--- config.mk ---
export PLATFORM = sky130hd
export DESIGN_NAME = strobe_sequencer
export DESIGN_NICKNAME = d
export VERILOG_FILES = /design/src/rtl/strobe_pkg.sv /design/src/rtl/span_timer.sv /design/src/rtl/done_delay.sv /design/src/rtl/droop_watch.sv /design/src/rtl/strobe_sequencer.sv
export SDC_FILE = /design/constraint.sdc
export NUM_CORES = 1
export LEC_CHECK = 0
export ABC_AREA = 1
export CAP_MARGIN = 10
export CORE_MARGIN = 2
export CORE_UTILIZATION = 54
export CTS_CLUSTER_SIZE = 20
export DETAILED_ROUTE_END_ITERATION = 10
export PLACE_DENSITY = 0.71
export SYNTH_ARGS = -nofsm -noshare
export SYNTH_HDL_FRONTEND = slang
export SYNTH_SLANG_ARGS = --single-unit
export TNS_END_PERCENT = 30
--- constraint.sdc ---
create_clock -name clk -period 1.66 [get_ports clk]
set_input_delay 0.332 -clock clk [delete_from_list [all_inputs] [get_ports clk]]
set_output_delay 0.332 -clock clk [all_outputs]
set_load 0.01 [all_outputs]
--- src/rtl/strobe_pkg.sv ---
package strobe_pkg;

  typedef enum logic [2:0] {
    ST_IDLE   = 3'd0,
    ST_PULSE1 = 3'd1,
    ST_GAP    = 3'd2,
    ST_PULSE2 = 3'd3,
    ST_WAIT   = 3'd4
  } seq_state_t;

  localparam logic [1:0] MD_HI_ONE = 2'd0;
  localparam logic [1:0] MD_LO_TWO = 2'd1;
  localparam logic [1:0] MD_HI_TWO = 2'd2;

  // standby level of the converter clock for a mode
  function automatic logic rest_level(input logic [1:0] m);
    return m != MD_LO_TWO;
  endfunction

  function automatic logic two_pulse(input logic [1:0] m);
    return (m == MD_LO_TWO) || (m == MD_HI_TWO);
  endfunction

  // modes whose standby holds a sample that can droop
  function automatic logic holds_charge(input logic [1:0] m);
    return !two_pulse(m);
  endfunction

endpackage

--- src/rtl/span_timer.sv ---
module span_timer #(
  parameter int W = 4
) (
  input  logic         clk,
  input  logic         rst,
  input  logic         load,
  input  logic [W-1:0] load_val,
  output logic         last
);
  logic [W-1:0] cnt;

  always_ff @(posedge clk) begin
    if (rst)              cnt <= '0;
    else if (load)        cnt <= load_val;
    else if (cnt != '0)   cnt <= cnt - 1'b1;
  end

  assign last = (cnt == W'(1));

  a_r2_timer_nonzero_load: assert property (@(posedge clk) disable iff (rst)
    load |=> (cnt != '0));
endmodule

--- src/rtl/done_delay.sv ---
module done_delay #(
  parameter int DLY = 1
) (
  input  logic clk,
  input  logic rst,
  input  logic trig,
  output logic active,
  output logic near_end,
  output logic done
);
  localparam int W = $clog2(DLY + 1);
  logic [W-1:0] cnt;

  always_ff @(posedge clk) begin
    if (rst) begin
      cnt  <= '0;
      done <= 1'b0;
    end else begin
      done <= (cnt == W'(1)) && !trig;
      if (trig)             cnt <= W'(DLY);
      else if (cnt != '0)   cnt <= cnt - 1'b1;
    end
  end

  assign active   = (cnt != '0);
  assign near_end = (cnt == W'(1));

  a_r5_done_single: assert property (@(posedge clk) disable iff (rst)
    done |=> !done);
endmodule

--- src/rtl/droop_watch.sv ---
module droop_watch #(
  parameter int LIMIT = 500
) (
  input  logic clk,
  input  logic rst,
  input  logic count_en,
  output logic stale
);
  localparam int W = $clog2(LIMIT + 1);
  logic [W-1:0] cnt, cnt_n;

  always_comb begin
    if (!count_en)               cnt_n = '0;
    else if (cnt == W'(LIMIT))   cnt_n = cnt;
    else                         cnt_n = cnt + 1'b1;
  end

  always_ff @(posedge clk) begin
    if (rst) begin
      cnt   <= '0;
      stale <= 1'b0;
    end else begin
      cnt   <= cnt_n;
      stale <= (cnt_n == W'(LIMIT));
    end
  end

  a_r8_stale_needs_count: assert property (@(posedge clk) disable iff (rst)
    $rose(stale) |-> $past(count_en));
endmodule

--- src/rtl/strobe_sequencer.sv ---
module strobe_sequencer
  import strobe_pkg::*;
#(
  parameter int PULSE_CYC   = 2,
  parameter int GAP_CYC     = 1,
  parameter int OUT_DLY_CYC = 1,
  parameter int STALE_CYC   = 500
) (
  input  logic       clk,
  input  logic       rst,
  input  logic [1:0] mode_sel,
  input  logic       start,
  output logic       cnv_clk,
  output logic       busy,
  output logic       done,
  output logic       stale
);
  localparam int SPAN_MAX = (PULSE_CYC > GAP_CYC) ? PULSE_CYC : GAP_CYC;
  localparam int TW       = $clog2(SPAN_MAX + 1);

  seq_state_t   state, nxt;
  logic [1:0]   mode_q, mode_eff;
  logic         accept, t_load, t_last, xfer, d_active, d_near, clk_n;
  logic [TW-1:0] t_val;

  assign accept   = (state == ST_IDLE) && start;
  assign mode_eff = (state == ST_IDLE) ? mode_sel : mode_q;

  span_timer #(.W(TW)) timer_i (
    .clk(clk), .rst(rst), .load(t_load), .load_val(t_val), .last(t_last));

  done_delay #(.DLY(OUT_DLY_CYC)) delay_i (
    .clk(clk), .rst(rst), .trig(xfer),
    .active(d_active), .near_end(d_near), .done(done));

  droop_watch #(.LIMIT(STALE_CYC)) droop_i (
    .clk(clk), .rst(rst),
    .count_en((state == ST_IDLE) && holds_charge(mode_sel) && !start),
    .stale(stale));

  always_comb begin
    nxt    = state;
    t_load = 1'b0;
    t_val  = TW'(PULSE_CYC);
    xfer   = 1'b0;
    unique case (state)
      ST_IDLE: if (start) begin
        nxt    = ST_PULSE1;
        t_load = 1'b1;
      end
      ST_PULSE1: if (t_last) begin
        if (two_pulse(mode_q)) begin
          nxt    = ST_GAP;
          t_load = 1'b1;
          t_val  = TW'(GAP_CYC);
        end else begin
          nxt  = ST_WAIT;
          xfer = 1'b1;
        end
      end
      ST_GAP: if (t_last) begin
        nxt    = ST_PULSE2;
        t_load = 1'b1;
        xfer   = (mode_q == MD_LO_TWO);  // transfer on leading edge
      end
      ST_PULSE2: if (t_last) begin
        if (mode_q == MD_HI_TWO) begin
          nxt  = ST_WAIT;
          xfer = 1'b1;
        end else begin
          nxt = (d_active && !d_near) ? ST_WAIT : ST_IDLE;
        end
      end
      ST_WAIT: if (d_near) nxt = ST_IDLE;
      default: nxt = ST_IDLE;
    endcase
  end

  always_comb begin
    if (nxt == ST_IDLE)
      clk_n = rest_level(mode_sel);
    else if (nxt == ST_PULSE1 || nxt == ST_PULSE2)
      clk_n = !rest_level(mode_eff);
    else
      clk_n = rest_level(mode_eff);
  end

  always_ff @(posedge clk) begin
    if (rst) begin
      state   <= ST_IDLE;
      mode_q  <= MD_HI_ONE;
      cnv_clk <= rest_level(mode_sel);
    end else begin
      state   <= nxt;
      cnv_clk <= clk_n;
      if (accept) mode_q <= mode_sel;
    end
  end

  assign busy = (state != ST_IDLE);

  a_r6_mode_held: assert property (@(posedge clk) disable iff (rst)
    (state != ST_IDLE) |=> $stable(mode_q));
  a_r8_stale_only_idle: assert property (@(posedge clk) disable iff (rst)
    stale |-> !busy);
  a_r1_rest_level: assert property (@(posedge clk) disable iff (rst)
    ((state == ST_IDLE) && $past(state == ST_IDLE)) |->
      (cnv_clk == rest_level($past(mode_sel))));
  a_r6_start_leaves_idle: assert property (@(posedge clk) disable iff (rst)
    ((state == ST_IDLE) && start) |=> busy);
endmodule

## Yosys cells after proc, flatten, opt, wreduce, memory -nomap -nowiden

Index checks and enable logic that the tools add are counted.

- Input port bits: 5
- Register bits after elaboration: 20

- Equality and inequality tests: 15
- Muxes and demuxes: 32
- Reductions and logical operators: 16
- $add $sub $neg: 3

Operators with widths:

| operator | count |
|---|---|
| 2-to-1 mux 3 bit | 7 |
| equality test 9 bit (second input constant) | 2 |
| 2-to-1 mux 9 bit | 2 |
| case mux 3 bit (5 select lines) | 1 |
| 2-to-1 mux 1 bit | 14 |
| 2-to-1 mux 2 bit | 6 |
| adder 9 x 1 -> 9 bit (second input constant) | 1 |
| equality test 3 x 2 -> 1 bit (second input constant) | 3 |
| equality test 2 x 1 -> 1 bit (second input constant) | 3 |
| equality test 3 x 1 -> 1 bit (second input constant) | 2 |
| logical NOT 3 bit | 2 |
| case mux 1 bit (3 select lines) | 2 |
| equality test 2 bit (second input constant) | 2 |
| logical AND 1 bit | 4 |
| logical NOT 1 bit | 4 |
| inequality test 2 x 1 -> 1 bit (second input constant) | 2 |
| nonzero test 2 bit | 2 |
| equality test 3 bit (second input constant) | 1 |
| logical OR 1 bit | 3 |
| nonzero test 3 bit | 1 |
| subtractor 2 x 1 -> 2 bit (second input constant) | 1 |
| subtractor 1 bit (second input constant) | 1 |

## Depth between registers and ports, before layout

- Depth in word-level cells: 10
- Gate-level depth with buffers: 11
- Mapped depth without buffers: 11

## Hierarchy

From an unflattened synthesis, not the netlist that was laid out.

- Cell total of the unflattened synthesis: 189
- Area, all modules: 1,236.2 sq um

Modules (own cells, without submodules):

| module | instances | area each (sq um) | cells each |
|---|---|---|---|
| droop_watch | 1 | 561.8 | 82 |
| strobe_sequencer | 1 | 466.7 | 78 |
| span_timer | 1 | 140.1 | 22 |
| done_delay | 1 | 67.6 | 7 |

## Worst setup path after synthesis

No wires, ideal clock.

- Path kind: register -> register
- Start: register mode_q[0]
- End: register cnv_clk
- Setup slack: 364 ps
- Library setup time: 113 ps
- Stages on the path, launching flop included: 10
- Data required time: 1,547 ps
- Arrival: 1,183 ps
- Clock period less this slack: 1,296 ps
- Path through: dfxtp_1 -> inv_1 -> ha_1 -> nand2_1 -> nand3b_1 -> inv_1 -> nor2_1 -> nand3b_1 -> nand3_1 -> nand2_1

- Cells in the longest elaborated chain, start to end: 10
- Elaborated cells on any way between the ends: 18
- Those cells by class: 5 x eq/ne; 9 x mux; 4 x reduce/logical

Ends and longest elaborated chain:

| item | RTL line | text |
|---|---|---|
| start, declared | strobe_sequencer.sv:22 | `logic [1:0] mode_q, mode_eff;` |
| start signal, assigned | strobe_sequencer.sv:96 | `if (accept) mode_q <= mode_sel;` |
| equality test 2 x 1 -> 1 bit / equality test 2 bit (equally long branches) | strobe_pkg.sv:21, strobe_sequencer.sv:67 |  |
| logical OR 1 bit | strobe_pkg.sv:21 | `return (m == MD_LO_TWO) \|\| (m == MD_HI_TWO);` |
| 2-to-1 mux 3 bit | strobe_sequencer.sv:52 | `if (two_pulse(mode_q)) begin` |
| 2-to-1 mux 3 bit | strobe_sequencer.sv:51 | `ST_PULSE1: if (t_last) begin` |
| case mux 3 bit (5 select lines) | strobe_sequencer.sv:46 | `unique case (state)` |
| equality test 3 x 1 -> 1 bit / equality test 3 x 2 -> 1 bit (equally long branches) | strobe_sequencer.sv:82 | `else if (nxt == ST_PULSE1 \|\| nxt == ST_PULSE2)` |
| logical OR 1 bit | strobe_sequencer.sv:82 |  |
| 2-to-1 mux 1 bit | strobe_sequencer.sv:82 |  |
| 2-to-1 mux 1 bit (*) | strobe_sequencer.sv:80 | `if (nxt == ST_IDLE)` |
| 2-to-1 mux 1 bit (*) | strobe_sequencer.sv:89 | `if (rst) begin` |
| end signal, assigned | strobe_sequencer.sv:92 | `cnv_clk <= rest_level(mode_sel);` |
| end signal, assigned | strobe_sequencer.sv:95 | `cnv_clk <= clk_n;` |
| end, declared | strobe_sequencer.sv:13 | `output logic cnv_clk,` |

Every way passes the cells marked *; elsewhere a longest branch is shown, timed or not.
A chain may end at the register's enable or synchronous reset.

## Worst setup path in the final report

Ends and elaborated chain as after synthesis.

==> out/metrics.yaml <==
min_path:
  min_path_type: "in -> reg"
cells_and_area:
  drive_gt1_frac: 0.180
  nets: 203
  antenna_cells: 0
  num-fill-cells: 212
  final_area_mm2: 0.00142
  area_growth_syn_to_layout_pct: 17.4
floorplanning:
  ios: 9
  initial_core_util: 0.557
  die-area_mm2: 0.00263
  rows: 17
  fp.coreArea_mm2: 0.00217
  fp.dieW_um: 51.3
  die_h_um: 51.3
grt:
  grt_pass1_wl_um: 4440
  grt_overflow: 0
  grt_max_degree: 12
  grt_pass1_vias: 1118
  grt_use_total: 0.224
  grt_antenna_before_repair: 0
place:
  place.gp.congestion: 0.837
  dp.final_hpwl_um: 2020
  place.port_buffers: 8
  place_area_mm2: 0.00135
synth:
  synthTopCellsByArea: "dfxtp_1, nand2_1, inv_1"
  syn_area_per_cell_um2: 6.99
  yosysWarnings: 0
  syn_area_mm2: 0.00121
  async_flop_share: 0
  syn-num-nets: 186
  yosys.area.top_type: "dfxtp_1"
  synth_edf_count: 0
  synth_top_area_frac: 0.331
  yosysUniqueCellTypes: 22
  synth_ff_type: "dfxtp_1"
  synth_seq_cells: 20
  synthCells: 173
  yosysSeqAreaShare: 0.331
flow_run:
  drv_cap: 0
worst_setup_path:
  r2r_cells: 9
  cp-end-kind: "register"
  critPathMaxFanout: 4
  reg2reg_to: "cnv_clk$_DFF_P_"
  reg2reg_from: "mode_q[0]$_SDFFE_PP0P_"
  cp.arrival_ns: 1.78
  startpoint: "mode_q[0]$_SDFFE_PP0P_"
  required_ns: 1.91
  endpoint: "cnv_clk$_DFF_P_"
  reg2reg_setup_slack_ns: 0.13
  cp-start-kind: "register"
  path_class: "reg -> reg"
sta:
  worstMarginPinSlew_ns: 0.235
  rsz0062_at_grt: "false"
  fin_crit_ns: 1.53
  holdWs_ns: 0.398
  max_slew_margin: 0.843
  setup_violations: 0
  fmax_mhz: 655
  finalCritPeriodShare: 0.920
  final_max_slew_viol_count: 0
  skew_ns: 0.00965
  hold_violations: 0
power_and_ir_drop:
  leakage_uw: 0.000686
  powerDensity_mw_per_mm2: 761
  vdd_ir_drop_max_mv: 0.494
cts:
  cts.sinks: 20
  htree_levels: 1
  clk_pin_slew_ns: 0.12
  cts-buffers-inserted: 3
  clk_latency_ns: 0.30
  cts_tree: "done"
  cts_root_buffer: "clkbuf_4"
  clock_path_buffers: 2
detailed_routing:
  postRouteAntennaNets: 0
  wl_per_cell_um: 11.6
  vias_per_cell: 5.11
  first_pass_iters: 4
  drt_iter0_drc: 23
  routed_wl_um: 2510
  num_vias: 1108
  drc: 0
run_status:
  status: "complete, no violations"
==> Yosys cell counts, types with 4 or more instances <==
cell type,n
dfxtp_1,20
nand4_1,5
inv_1,29
nand3_2,5
o21ai_0,5
nand2_1,39
nor2_4,4
nand3_1,16
ha_1,8
a21oi_1,5
nor2_1,21
==> worst min-delay path by stage <==
stage | from | end | cells after the start
global route | mode_sel[1] | mode_q[1]$_SDFFE_PP0P_ | 3
CTS | delay_i.active$_SDFF_PP0_ | delay_i.done$_SDFF_PP0_ | 2
finish | mode_sel[1] | mode_q[1]$_SDFFE_PP0P_ | 3
floorplan | rst | droop_i.cnt[1]$_SDFF_PP0_ | 1
global placement | delay_i.active$_SDFF_PP0_ | delay_i.done$_SDFF_PP0_ | 2
detailed placement | delay_i.active$_SDFF_PP0_ | delay_i.done$_SDFF_PP0_ | 2
==> sequential cells by signal, summed over array words and instances, names as in the netlist <==
| register | cells |
|---|---|
| mode_q | 2 |
| delay_i.active | 1 |
| delay_i.done | 1 |
| cnv_clk | 1 |
| droop_i.cnt | 9 |
| droop_i.stale | 1 |
| timer_i.cnt | 2 |
| state | 3 |
==> report_power, final <==
| part | internal (uW) | switching, uW |
|---|---|---|
| Clock | 133 | 145 |
| Sequential | 509 | 20.2 |
| Combinational | 118 | 154 |
| Total | 760 | 320 |
==> through the flow <==
stage	TNS [ns]	worst slack (ns)	std cells	utilization	power, uW
6_report	0	0.134	217	0.654	1080
5_1_grt	0	0.0142	217	0.654	1150
2_1_floorplan	0	0.364	173	-	720
3_3_place_gp	-0.926	-0.214	212	0.621	788
3_5_place_dp	-1.48	-0.257	212	0.621	800
4_1_cts	0	0.0506	217	0.641	1090
==> cells by family after synthesis <==
family	synth area share
flops	0.331
buf+inv	0.0963
fa+ha+maj	0.0828
compound gates	0.0538
mux	0.00932
xor+xnor	0.0217
simple gates	0.405
==> repair_timing <==
action | in CTS | in global routing
hold buffers | 0 | 0
pin swaps | 1 | 3
gates resized for setup | 3 | 10
hold endpoints to repair | 0 | 0
setup endpoints to repair | 1 | 7
setup buffers | 1 | 0
==> routing by layer <==
metal,vias up,routed length [um],global-route usage,share of wire
met5,-,0,0,0
met4,0,29,0.0965,0.012
met3,4,44,0.0263,0.018
met2,12,1440,0.450,0.57
met1,516,996,0.227,0.40
li1,576,-,-,-
==> critical path: stages (launching register included) <==
cell and delay [ns]:
dfxtp_1 0.38, inv_1 0.07, ha_1 0.32, inv_1 0.11, nand4_2 0.18, nand2_1 0.10
nand2_1 0.08, nand3_1 0.10, nand3_1 0.08, nand2_1 0.06
==> cells in the final DEF, fill, tap and decap left out, drive strengths merged, types with 5 or more instances in the layout <==
| cell type | count |
|---|---|
| nand2 | 41 |
| clkdlybuf4s50 | 5 |
| a21oi | 5 |
| ha | 8 |
| inv | 31 |
| nor2 | 27 |
| dfxtp | 20 |
| o21ai | 5 |
| nand4 | 6 |
| nand3 | 21 |
==> area by class of cell <==
cell class | count | area, um^2 | share of cell area
inverter | 31 | 116 | 0.0820
clock buffer | 4 | 36.3 | 0.0256
tap | 28 | 35.0 | 0.0247
timing repair buffer | 12 | 114 | 0.0802
sequential | 20 | 403 | 0.284
multi-input combinational | 122 | 714 | 0.504
Note: power is estimated with default switching activity, not from simulation.
